==> config.mk <==
export PLATFORM = sky130hd
export DESIGN_NAME = eqd_adder
export DESIGN_NICKNAME = d
export VERILOG_FILES = /design/src/rtl/eqd_pkg.sv /design/src/rtl/eqd_pos_cells.sv /design/src/rtl/eqd_carry_net.sv /design/src/rtl/eqd_sum_stage.sv /design/src/rtl/eqd_adder.sv
export SDC_FILE = /design/constraint.sdc
export NUM_CORES = 1
export LEC_CHECK = 0
export BUFFER_PORTS_ARGS = -buffer_cell sky130_fd_sc_hd__clkbuf_2
export CORE_ASPECT_RATIO = 1.2
export CORE_UTILIZATION = 55
export DETAILED_ROUTE_END_ITERATION = 10
export GPL_ROUTABILITY_DRIVEN = 0
export GPL_TIMING_DRIVEN = 0
export PLACE_DENSITY = 0.84
export SYNTH_ARGS = -nofsm -noshare
export SYNTH_HDL_FRONTEND = slang
export SYNTH_SLANG_ARGS = --single-unit
export TNS_END_PERCENT = 100
==> constraint.sdc <==
create_clock -name vclk -period 7.6
set_input_delay 1.14 -clock vclk [all_inputs]
set_output_delay 1.14 -clock vclk [all_outputs]
set_load 0.03 [all_outputs]
==> src/rtl/eqd_pkg.sv <==
package eqd_pkg;

  // Per-position signals derived from one bit of each operand.
  typedef struct packed {
    logic both;    // both operand bits are one
    logic either;  // at least one operand bit is one
    logic diff;    // operand bits differ
  } pos_sig_t;

  localparam int unsigned DEFAULT_WIDTH = 32;

endpackage

==> src/rtl/eqd_pos_cells.sv <==
module eqd_pos_cells
  import eqd_pkg::*;
#(
  parameter int unsigned WIDTH = DEFAULT_WIDTH
) (
  input  logic     [WIDTH-1:0] a_i,
  input  logic     [WIDTH-1:0] b_i,
  output pos_sig_t [WIDTH-1:0] sig_o
);

  // One level of logic per position: AND, OR and XOR side by side.
  generate
    for (genvar k = 0; k < WIDTH; k++) begin : g_pos
      assign sig_o[k].both   = a_i[k] & b_i[k];
      assign sig_o[k].either = a_i[k] | b_i[k];
      assign sig_o[k].diff   = a_i[k] ^ b_i[k];

      always_comb begin : chk_pos
        // a pair of bits is either equal (both set or none set) or differs
        assert_pos_class_R2: assert (sig_o[k].diff == (sig_o[k].either & ~sig_o[k].both));
      end
    end
  endgenerate

endmodule

==> src/rtl/eqd_carry_net.sv <==
module eqd_carry_net #(
  parameter int unsigned WIDTH = 32
) (
  input  logic [WIDTH-1:0] both_i,
  input  logic [WIDTH-1:0] either_i,
  output logic [WIDTH-1:0] carry_o
);

  // Carry n is a wide OR over start positions j <= n. Each term is
  // both[j] ANDed with either[] over positions j+1..n. The depth is one
  // AND level and one OR level above the position cells, for every n.
  generate
    for (genvar n = 0; n < WIDTH; n++) begin : g_col
      logic [n:0] term;

      for (genvar j = 0; j <= n; j++) begin : g_term
        if (j == n) begin : g_self
          assign term[j] = both_i[j];
        end else begin : g_span
          assign term[j] = both_i[j] & (&either_i[n:j+1]);
        end
      end

      assign carry_o[n] = |term;

      // Independent view of the same carry: walk down from n to the first
      // position where the operand bits agree and take its value.
      always_comb begin : chk_col
        logic hit;
        logic want;
        hit  = 1'b0;
        want = 1'b0;
        for (int k = n; k >= 0; k--) begin
          if (!hit && (both_i[k] | ~either_i[k])) begin
            hit  = 1'b1;
            want = both_i[k];
          end
        end
        assert_nearest_equal_R2: assert (carry_o[n] == want);
      end
    end
  endgenerate

endmodule

==> src/rtl/eqd_sum_stage.sv <==
module eqd_sum_stage #(
  parameter int unsigned WIDTH = 32
) (
  input  logic [WIDTH-1:0] diff_i,
  input  logic [WIDTH-1:0] carry_i,
  output logic [WIDTH:0]   sum_o
);

  assign sum_o[0]     = diff_i[0];
  assign sum_o[WIDTH] = carry_i[WIDTH-1];

  generate
    for (genvar k = 1; k < WIDTH; k++) begin : g_bit
      // equivalence of equivalences, identical to a three-input XOR
      assign sum_o[k] = ~(~(diff_i[k] ^ carry_i[k-1]));
    end
  endgenerate

endmodule

==> src/rtl/eqd_adder.sv <==
module eqd_adder
  import eqd_pkg::*;
#(
  parameter int unsigned WIDTH = DEFAULT_WIDTH
) (
  input  logic [WIDTH-1:0] op_a,
  input  logic [WIDTH-1:0] op_b,
  output logic [WIDTH:0]   sum_o
);

  localparam int unsigned SUM_W = WIDTH + 1;

  pos_sig_t [WIDTH-1:0] sig;
  logic     [WIDTH-1:0] both_v;
  logic     [WIDTH-1:0] either_v;
  logic     [WIDTH-1:0] diff_v;
  logic     [WIDTH-1:0] carry_v;

  eqd_pos_cells #(.WIDTH(WIDTH)) u_cells (
    .a_i   (op_a),
    .b_i   (op_b),
    .sig_o (sig)
  );

  generate
    for (genvar k = 0; k < WIDTH; k++) begin : g_split
      assign both_v[k]   = sig[k].both;
      assign either_v[k] = sig[k].either;
      assign diff_v[k]   = sig[k].diff;
    end
  endgenerate

  eqd_carry_net #(.WIDTH(WIDTH)) u_carry (
    .both_i   (both_v),
    .either_i (either_v),
    .carry_o  (carry_v)
  );

  eqd_sum_stage #(.WIDTH(WIDTH)) u_sum (
    .diff_i  (diff_v),
    .carry_i (carry_v),
    .sum_o   (sum_o)
  );

  always_comb begin : chk_top
    assert_matches_add_R1: assert (sum_o == (SUM_W'(op_a) + SUM_W'(op_b)));
    assert_lsb_R3: assert (sum_o[0] == (op_a[0] ^ op_b[0]));
    if (op_a[WIDTH-1] == op_b[WIDTH-1]) begin
      assert_top_equal_R4: assert (sum_o[WIDTH] == op_a[WIDTH-1]);
    end
    if ((op_a ^ op_b) == {WIDTH{1'b1}}) begin
      assert_no_equal_pos_R6: assert (sum_o == {1'b0, {WIDTH{1'b1}}});
    end
  end

endmodule

Word level (Yosys, flattened, before mapping)
Cells that the tools add are included.
{"block": "word_totals", "mem_bits_ro": 0, "reg_bits": 0, "output_inout_bits": 33, "mem_bits_rw": 0, "latch_bits": 0, "memories": 0, "in_bits": 64, "word_cells": 1118}
{"block": "classes", "shifts": 0, "mul": 0, "eq_ne": 0, "magnitude_cmp": 0, "bitwise": 622, "addsub": 0, "reduce_logical": 496, "div": 0, "mux": 0}
{"op": "$and 1x1->1", "n": 528}
{"op": "$reduce_and 16->1", "n": 16}
{"op": "$reduce_and 15->1", "n": 17}
{"op": "$reduce_and 17->1", "n": 15}
{"op": "$reduce_and 14->1", "n": 18}
{"op": "$reduce_and 18->1", "n": 14}
{"op": "$reduce_and 13->1", "n": 19}
{"op": "$reduce_and 19->1", "n": 13}
{"op": "$reduce_and 12->1", "n": 20}
{"op": "$reduce_and 20->1", "n": 12}
{"op": "$reduce_and 11->1", "n": 21}
{"op": "$reduce_and 21->1", "n": 11}
{"op": "$reduce_and 10->1", "n": 22}
{"op": "$reduce_and 22->1", "n": 10}
{"op": "$reduce_and 23->1", "n": 9}
{"op": "$reduce_and 9->1", "n": 23}
{"op": "$reduce_and 24->1", "n": 8}
{"op": "$reduce_and 8->1", "n": 24}
{"op": "$reduce_and 25->1", "n": 7}
{"op": "$reduce_and 7->1", "n": 25}
{"op": "$reduce_and 26->1", "n": 6}
{"op": "$reduce_and 6->1", "n": 26}
{"op": "$reduce_and 27->1", "n": 5}
{"op": "$reduce_and 5->1", "n": 27}
{"op": "40 further kinds", "n": 222}

Logic depth before layout (Yosys ltp)
Gate-level depths: netlist of run 1.
{"block": "depth", "depth_word": 5, "depth_mapped": 10, "ltp_nobuf": 9}

Modules after synthesis
A second synthesis of run 1 with hierarchy kept.
{"block": "unflattened", "cells_unflattened": 622, "area_unflattened_um2": 3898.7}
{"module": "eqd_carry_net", "n_inst": 1, "area_each_um2": 2451.1, "seq_area_each_um2": 0.0, "cells_each": 429}
{"module": "eqd_pos_cells", "n_inst": 1, "area_each_um2": 1161.1, "seq_area_each_um2": 0.0, "cells_each": 160}
{"module": "eqd_sum_stage", "n_inst": 1, "area_each_um2": 286.5, "seq_area_each_um2": 0.0, "cells_each": 33}

Worst setup path after synthesis of run 1
OpenSTA, ideal clock, no wires.
{"block": "synth_path", "kind": "input to output", "startpoint": "in op_a[10]", "endpoint": "out sum_o[23]", "required_time_ns": 6.460, "stages": 10, "n_path_buf": 1, "path_slack_ns": 3.093, "arrival_time_ns": 3.367, "path_cell_list": "inv_1 -> ha_1 -> buf_2 -> nor4_1 -> nand3_2 -> o21ai_2 -> nor2_1 -> o31ai_2 -> a311oi_1 -> xnor2_1"}
{"block": "synth_via", "elab_chain_len": 5, "word_cells_on_any_way": 25, "cone_classes": "14 x bitwise; 11 x reduce/logical"}
{"item": "start, declared", "line_no": "eqd_adder.sv:6", "rtl": "input logic [WIDTH-1:0] op_a,"}
{"item": "$or 1x1->1", "line_no": "eqd_pos_cells.sv:15", "rtl": "assign sig_o[k].either = a_i[k] | b_i[k];"}
{"item": "$reduce_and 22->1, or another cell as far along", "line_no": "eqd_carry_net.sv:20", "rtl": "assign term[j] = both_i[j] & (&either_i[n:j+1]);"}
{"item": "$and 1x1->1", "line_no": "eqd_carry_net.sv:20"}
{"item": "$reduce_or 23->1 (*)", "line_no": "eqd_carry_net.sv:24", "rtl": "assign carry_o[n] = |term;"}
{"item": "$xor 1x1->1 (*)", "line_no": "eqd_sum_stage.sv:15", "rtl": "assign sum_o[k] = ~(~(diff_i[k] ^ carry_i[k-1]));"}
{"item": "end, declared", "line_no": "eqd_adder.sv:8", "rtl": "output logic [WIDTH:0] sum_o"}
Every way passes the cells marked *; elsewhere a longest branch is shown, timed or not.

Worst setup path in the final report of run 1
{"block": "layout_path", "startpoint": "in op_a[8]", "endpoint": "out sum_o[30]"}
{"block": "layout_via", "elab_chain_len": 5, "word_cells_on_any_way": 21, "cone_classes": "12 x bitwise; 9 x reduce/logical"}
{"item": "$or 1x1->1", "line_no": "eqd_pos_cells.sv:15"}
{"item": "$reduce_and 29->1, or another cell as far along", "line_no": "eqd_carry_net.sv:20"}
{"item": "$and 1x1->1", "line_no": "eqd_carry_net.sv:20"}
{"item": "$reduce_or 30->1 (*)", "line_no": "eqd_carry_net.sv:24"}
{"item": "$xor 1x1->1 (*)", "line_no": "eqd_sum_stage.sv:15"}
Marks and branches as above.

==> out/metrics.yaml, run 1 <==
die:
  die_height_um: 88.65
  design.core.area_um2: 6051
  ioPinCount: 97
  chipWidth_um: 74.21
  start_util: 0.5687
  die_area_um2: 6578
  rows: 31
job:
  drv_cap: 0
logic_synthesis:
  ys_types: 69
  synth-warning-count: 0
  syn_nets: 637
  yosys-top-cells-area: "ha_1 (23%), inv_1 (9.5%), nor2_1 (5.6%)"
  yosysSeqAreaShare: 0
  mappedNetlistArea_um2: 3441
  yosys.area.top_type: "ha_1"
  syn_inst: 509
  avgSynthCellArea_um2: 6.760
  synthDominantCellAreaShare: 0.2291
layout:
  multiInputGateArea_um2: 3037
  antenna_cells: 0
  layout_commonest_cell: "clkbuf_2"
  sequential_cell_total: 0
  num-fill-cells: 614
  area_delta_synth_final_pct: 17.09
  regArea_um2: 0
  final_core_util: 0.6658
  final_cell_mix: "clkbuf_2 (97), inv_1 (87), ha_1 (63), nor2_1 (51), a21oi_1 (28)"
  nClkBuffers: 0
  drive_above_1_share: 0.2277
  postLayoutCellArea_um2: 4029
  final_cells: 688
  nets: 736
detailed_routing:
  postRouteAntennaNets: 0
  vias_per_cell: 6.140
  wl_mm: 10.02
  vias: 4224
  drt-pass1-iter-count: 7
  drt-initial-drc-count: 451
  drc: 0
  detail_route.wl_per_cell_um: 14.56
clock_tree:
  cts.repair.resized: 0
  cts_hold_buf: 0
  post_cts_buffers: 0
critical_path:
  cp.arrival_ns: 3.86
  cp_max_fo: 8
  worstSetupPathType: "in2out"
  startpoint_type: "primary input"
  worstSetupEndpointType: "output pin"
  crit_required_ns: 6.46
power:
  powerDensity_nw_per_um2: 92.80
  swShare: 0.6522
  leakagePower_nw: 2.039
  switchingPower_mw: 0.2438
  ir_drop_mv: 0.05145
  seq_power_share: 0
  power_mw: 0.3739
  combPwrFrac: 1.000
  power.internal_mw: 0.1300
  clkPwrFrac: 0
placed_design:
  place_area_um2: 4029
  pre_cts_ws_ns: 2.771
  dpl.hpwl_mm: 8.351
  io_buffers: 97
  dp.cells: 688
sta:
  rsz0062_at_grt: "false"
  fmax_ghz: 0.1999
  drv_slew: 0
  fin_tns_setup_ns: 0
  final.setup.worst_slack_ns: 2.597
  hold_viol_final: 0
  period_needed_ns: 5.003
  slew_headroom: 0.4823
  fin_hold_ws_ns: 2.657
  final.period_utilization: 0.6582
  worst_pin_slew_ns: 0.7695
  finalSetupViolCount: 0
global_routing:
  grt_pass1_vias: 3652
  grt_remaining_overflow: 0
  grt_antenna_before_repair: 0
  track_usage: 0.2941
  grt_max_degree: 11
  grt_first_pass_wirelength_mm: 15.59
worst_hold_path:
  hold_path.class: "in2out"
run_status:
  status: "finished clean"
metal layers:
layer,share of wire,track usage
met3,0.086,0.02164
met1,0.37,0.3369
met5,0,0
met2,0.50,0.5397
met4,0.047,0.1469
path summary, 6_finish.rpt:
check | slack, ns | cells after the start | to | from
setup / recovery | 2.60 | 12 | sum_o[30] | op_a[8]
hold / removal | 2.66 | 3 | sum_o[0] | op_b[0]
kinds of logic (layout without fill, tap and decap cells):
kind of cell	count (synthesis)	after routing	share of synthesized area
compound gates	147	147	0.3022
xor+xnor	29	29	0.07382
simple gates	165	165	0.2716
buf+inv	104	201	0.1175
fa+ha+maj	64	64	0.2349
critical path, stage by stage:
cell and delay, ns:
clkbuf_2 0.09, inv_1 0.04, ha_1 0.18, buf_2 0.16, nor4_1 0.53, a21oi_1 0.33, and2_1 0.34, o21ai_0 0.28
a221oi_1 0.16, a41oi_1 0.23, o311a_1 0.19, clkbuf_2 0.20
cell usage after synthesis (all sizes together), types with 2 or more instances:
| master | number |
|---|---|
| inv | 87 |
| ha | 63 |
| nor2 | 52 |
| o21ai | 32 |
| a21oi | 29 |
| nand2 | 28 |
| nor4 | 22 |
| xnor2 | 17 |
| a211oi | 13 |
| nor3 | 12 |
| xor2 | 12 |
| buf | 11 |
| nand3 | 9 |
| nor2b | 8 |
| a221oi | 7 |
| a31oi | 7 |
| and2 | 7 |
| clkbuf | 6 |
| nand4 | 6 |
| a21boi | 5 |
| a21o | 5 |
| o211ai | 5 |
| o21bai | 5 |
| and3 | 4 |
| o311ai | 4 |
| o31ai | 4 |
| a211o | 3 |
| a311o | 3 |
| a311oi | 3 |
| a41oi | 3 |
| o2111ai | 3 |
| or3 | 3 |
| or4 | 3 |
| nand2b | 2 |
| nor3b | 2 |
| o21a | 2 |
| o22ai | 2 |
| o31a | 2 |
| or2 | 2 |
layout make-up:
class	instances	share of cell area
buffer	17	0.01925
inverter	87	0.08106
multi-input combinational	405	0.7537
tap	82	0.02547
timing repair buffer	97	0.1205
power by group through the flow:
stage,clock (mW),sequential (mW),combinational (mW)
floorplan,0,0,0.270
global placement,0,0,0.361
detailed placement,0,0,0.368
CTS,0,0,0.370
global route,0,0,0.405
finish,0,0,0.374
(Power assumes the default switching activity.)
==> run 2, diff against run 1 <==
Settings changed: CORE_UTILIZATION 55 to 51, PLACE_DENSITY 0.84 to 0.82.
Clock period 7.6 ns to 4.4 ns, I/O delays scaled along.
==> run 2 against run 1 <==
Utilization decreased by 4.4 points. Sequential cell count is the same. First-iteration DRC count decreased by 6.2%. Global-route usage shrank 2.1 points. Clock-buffer cell count did not move. Critical path type unchanged. Via count hardly changed. Die area is 7.6% higher. Critical path depth is the same. Cell area barely moved. Total power grew 73%.
==> out/metrics.yaml, run 2 (same netlist as run 1, synthesis figures left out) <==
run_status:
  status: "finished clean"
layout:
  nClkBuffers: 0
  layout_commonest_cell: "clkbuf_2"
  regArea_um2: 0
  multiInputGateArea_um2: 3037
  sequential_cell_total: 0
  drive_above_1_share: 0.2277
  nets: 736
  area_delta_synth_final_pct: 17.20
  final_cell_mix: "clkbuf_2 (97), inv_1 (87), ha_1 (63), nor2_1 (51), a21oi_1 (28)"
  antenna_cells: 0
  num-fill-cells: 649
  final_core_util: 0.6217
  postLayoutCellArea_um2: 4033
critical_path:
  critical_path_buf_inv_count: 4
  worstSetupPathType: "in2out"
  path_cells: "clkbuf_2 -> inv_1 -> ha_1 -> buf_2 -> nor4_1 -> a21oi_1 -> o21ai_0 -> a21oi_1 -> o31ai_1 -> a221oi_1 -> xnor2_1 -> clkbuf_2"
  cp.arrival_ns: 3.32
  crit_required_ns: 3.74
  startpoint_type: "primary input"
  worstSetupEndpointType: "output pin"
  crit_family: "compound AO/OA/AOI/OAI gates"
  cp_slowest_stage_delay_ns: 0.55
  cp_max_fo: 8
  slowest_stage: "nor4_1"
clock_tree:
  post_cts_buffers: 0
  cts.repair.resized: 0
  cts_hold_buf: 0
die:
  rows: 32
  die_height_um: 91.98
  ioPinCount: 97
  die_area_um2: 7080
  start_util: 0.5305
  chipWidth_um: 76.98
  design.core.area_um2: 6486
sta:
  finalSetupViolCount: 0
  period_needed_ns: 3.978
  hold_viol_final: 0
  drv_slew: 0
  final.period_utilization: 0.9040
  fin_tns_setup_ns: 0
  fmax_ghz: 0.2514
  rsz0062_at_grt: "false"
  slew_headroom: 0.4643
  worst_pin_slew_ns: 0.7963
power:
  combPwrFrac: 1.000
  leakagePower_nw: 2.039
  powerDensity_nw_per_um2: 160.2
  ir_drop_mv: 0.08673
  switchingPower_mw: 0.4212
  power.internal_mw: 0.2247
  clkPwrFrac: 0
  seq_power_share: 0
  swShare: 0.6521
global_routing:
  track_usage: 0.2733
  grt_antenna_before_repair: 0
  met1_usage: 0.3133
  grt_max_degree: 11
  top_usage_layer: "met2"
  globalRouteMet2Util: 0.5208
  grt_use_met3: 0.01194
  grt_remaining_overflow: 0
  grt_first_pass_wirelength_mm: 16.46
  grt_pass1_vias: 3739
detailed_routing:
  drt-pass1-iter-count: 5
  postRouteAntennaNets: 0
  vias: 4221
  wl_mm: 10.01
  drt-initial-drc-count: 423
  vias_per_cell: 6.109
  detail_route.wl_per_cell_um: 14.48
  drc: 0
job:
  drv_cap: 0
worst_hold_path:
  hold_path.class: "in2out"
placed_design:
  dpl.hpwl_mm: 8.490
  io_buffers: 97
  place_area_um2: 4033
run 2: cell counts in the layout (fill, tap and decap cells not counted):
Identical to the previous run, type by type.
run 2: routing by layer:
metal  up-vias  wire [µm]
li1       2020          -
met1      1860       3705
met5         -          0
met3        65        850
met4         0        476
met2       276       4973
run 2: worst paths after layout:
path	start	end	slack, ns	depth (start not counted)
min	op_b[0]	sum_o[0]	1.69	3
max	op_a[8]	sum_o[21]	0.42	12
run 2: area by class of cell:
cell class	instances	share of cell area
Buffer	17	0.01924
Inverter	87	0.08098
Timing Repair Buffer	97	0.1204
Tap cell	85	0.02637
Multi-Input combinational cell	405	0.7530
run 2: worst min-delay path: stages:
cell and delay (ns):
clkbuf_2 0.08, ha_1 0.11, clkbuf_2 0.19
run 2: power by group through the flow:
| stage | clock network, mW | registers, mW | logic, mW |
|---|---|---|---|
| floorplan | 0 | 0 | 0.467 |
| global placement | 0 | 0 | 0.625 |
| detailed placement | 0 | 0 | 0.638 |
| CTS | 0 | 0 | 0.640 |
| global route | 0 | 0 | 0.696 |
| finish | 0 | 0 | 0.646 |
run 2: through the flow:
stage | instances | hold WS [ns] | setup slack (ns) | power [mW]
after floorplan | 509 | 1.579 | 0.8525 | 0.4666
after global placement | 691 | 1.690 | 0.5367 | 0.6255
after detailed placement | 691 | 1.696 | 0.5097 | 0.6376
after CTS | 691 | 1.697 | 0.4985 | 0.6403
after global routing | 691 | 1.729 | 0.2368 | 0.6963
final | 691 | 1.693 | 0.4223 | 0.6458
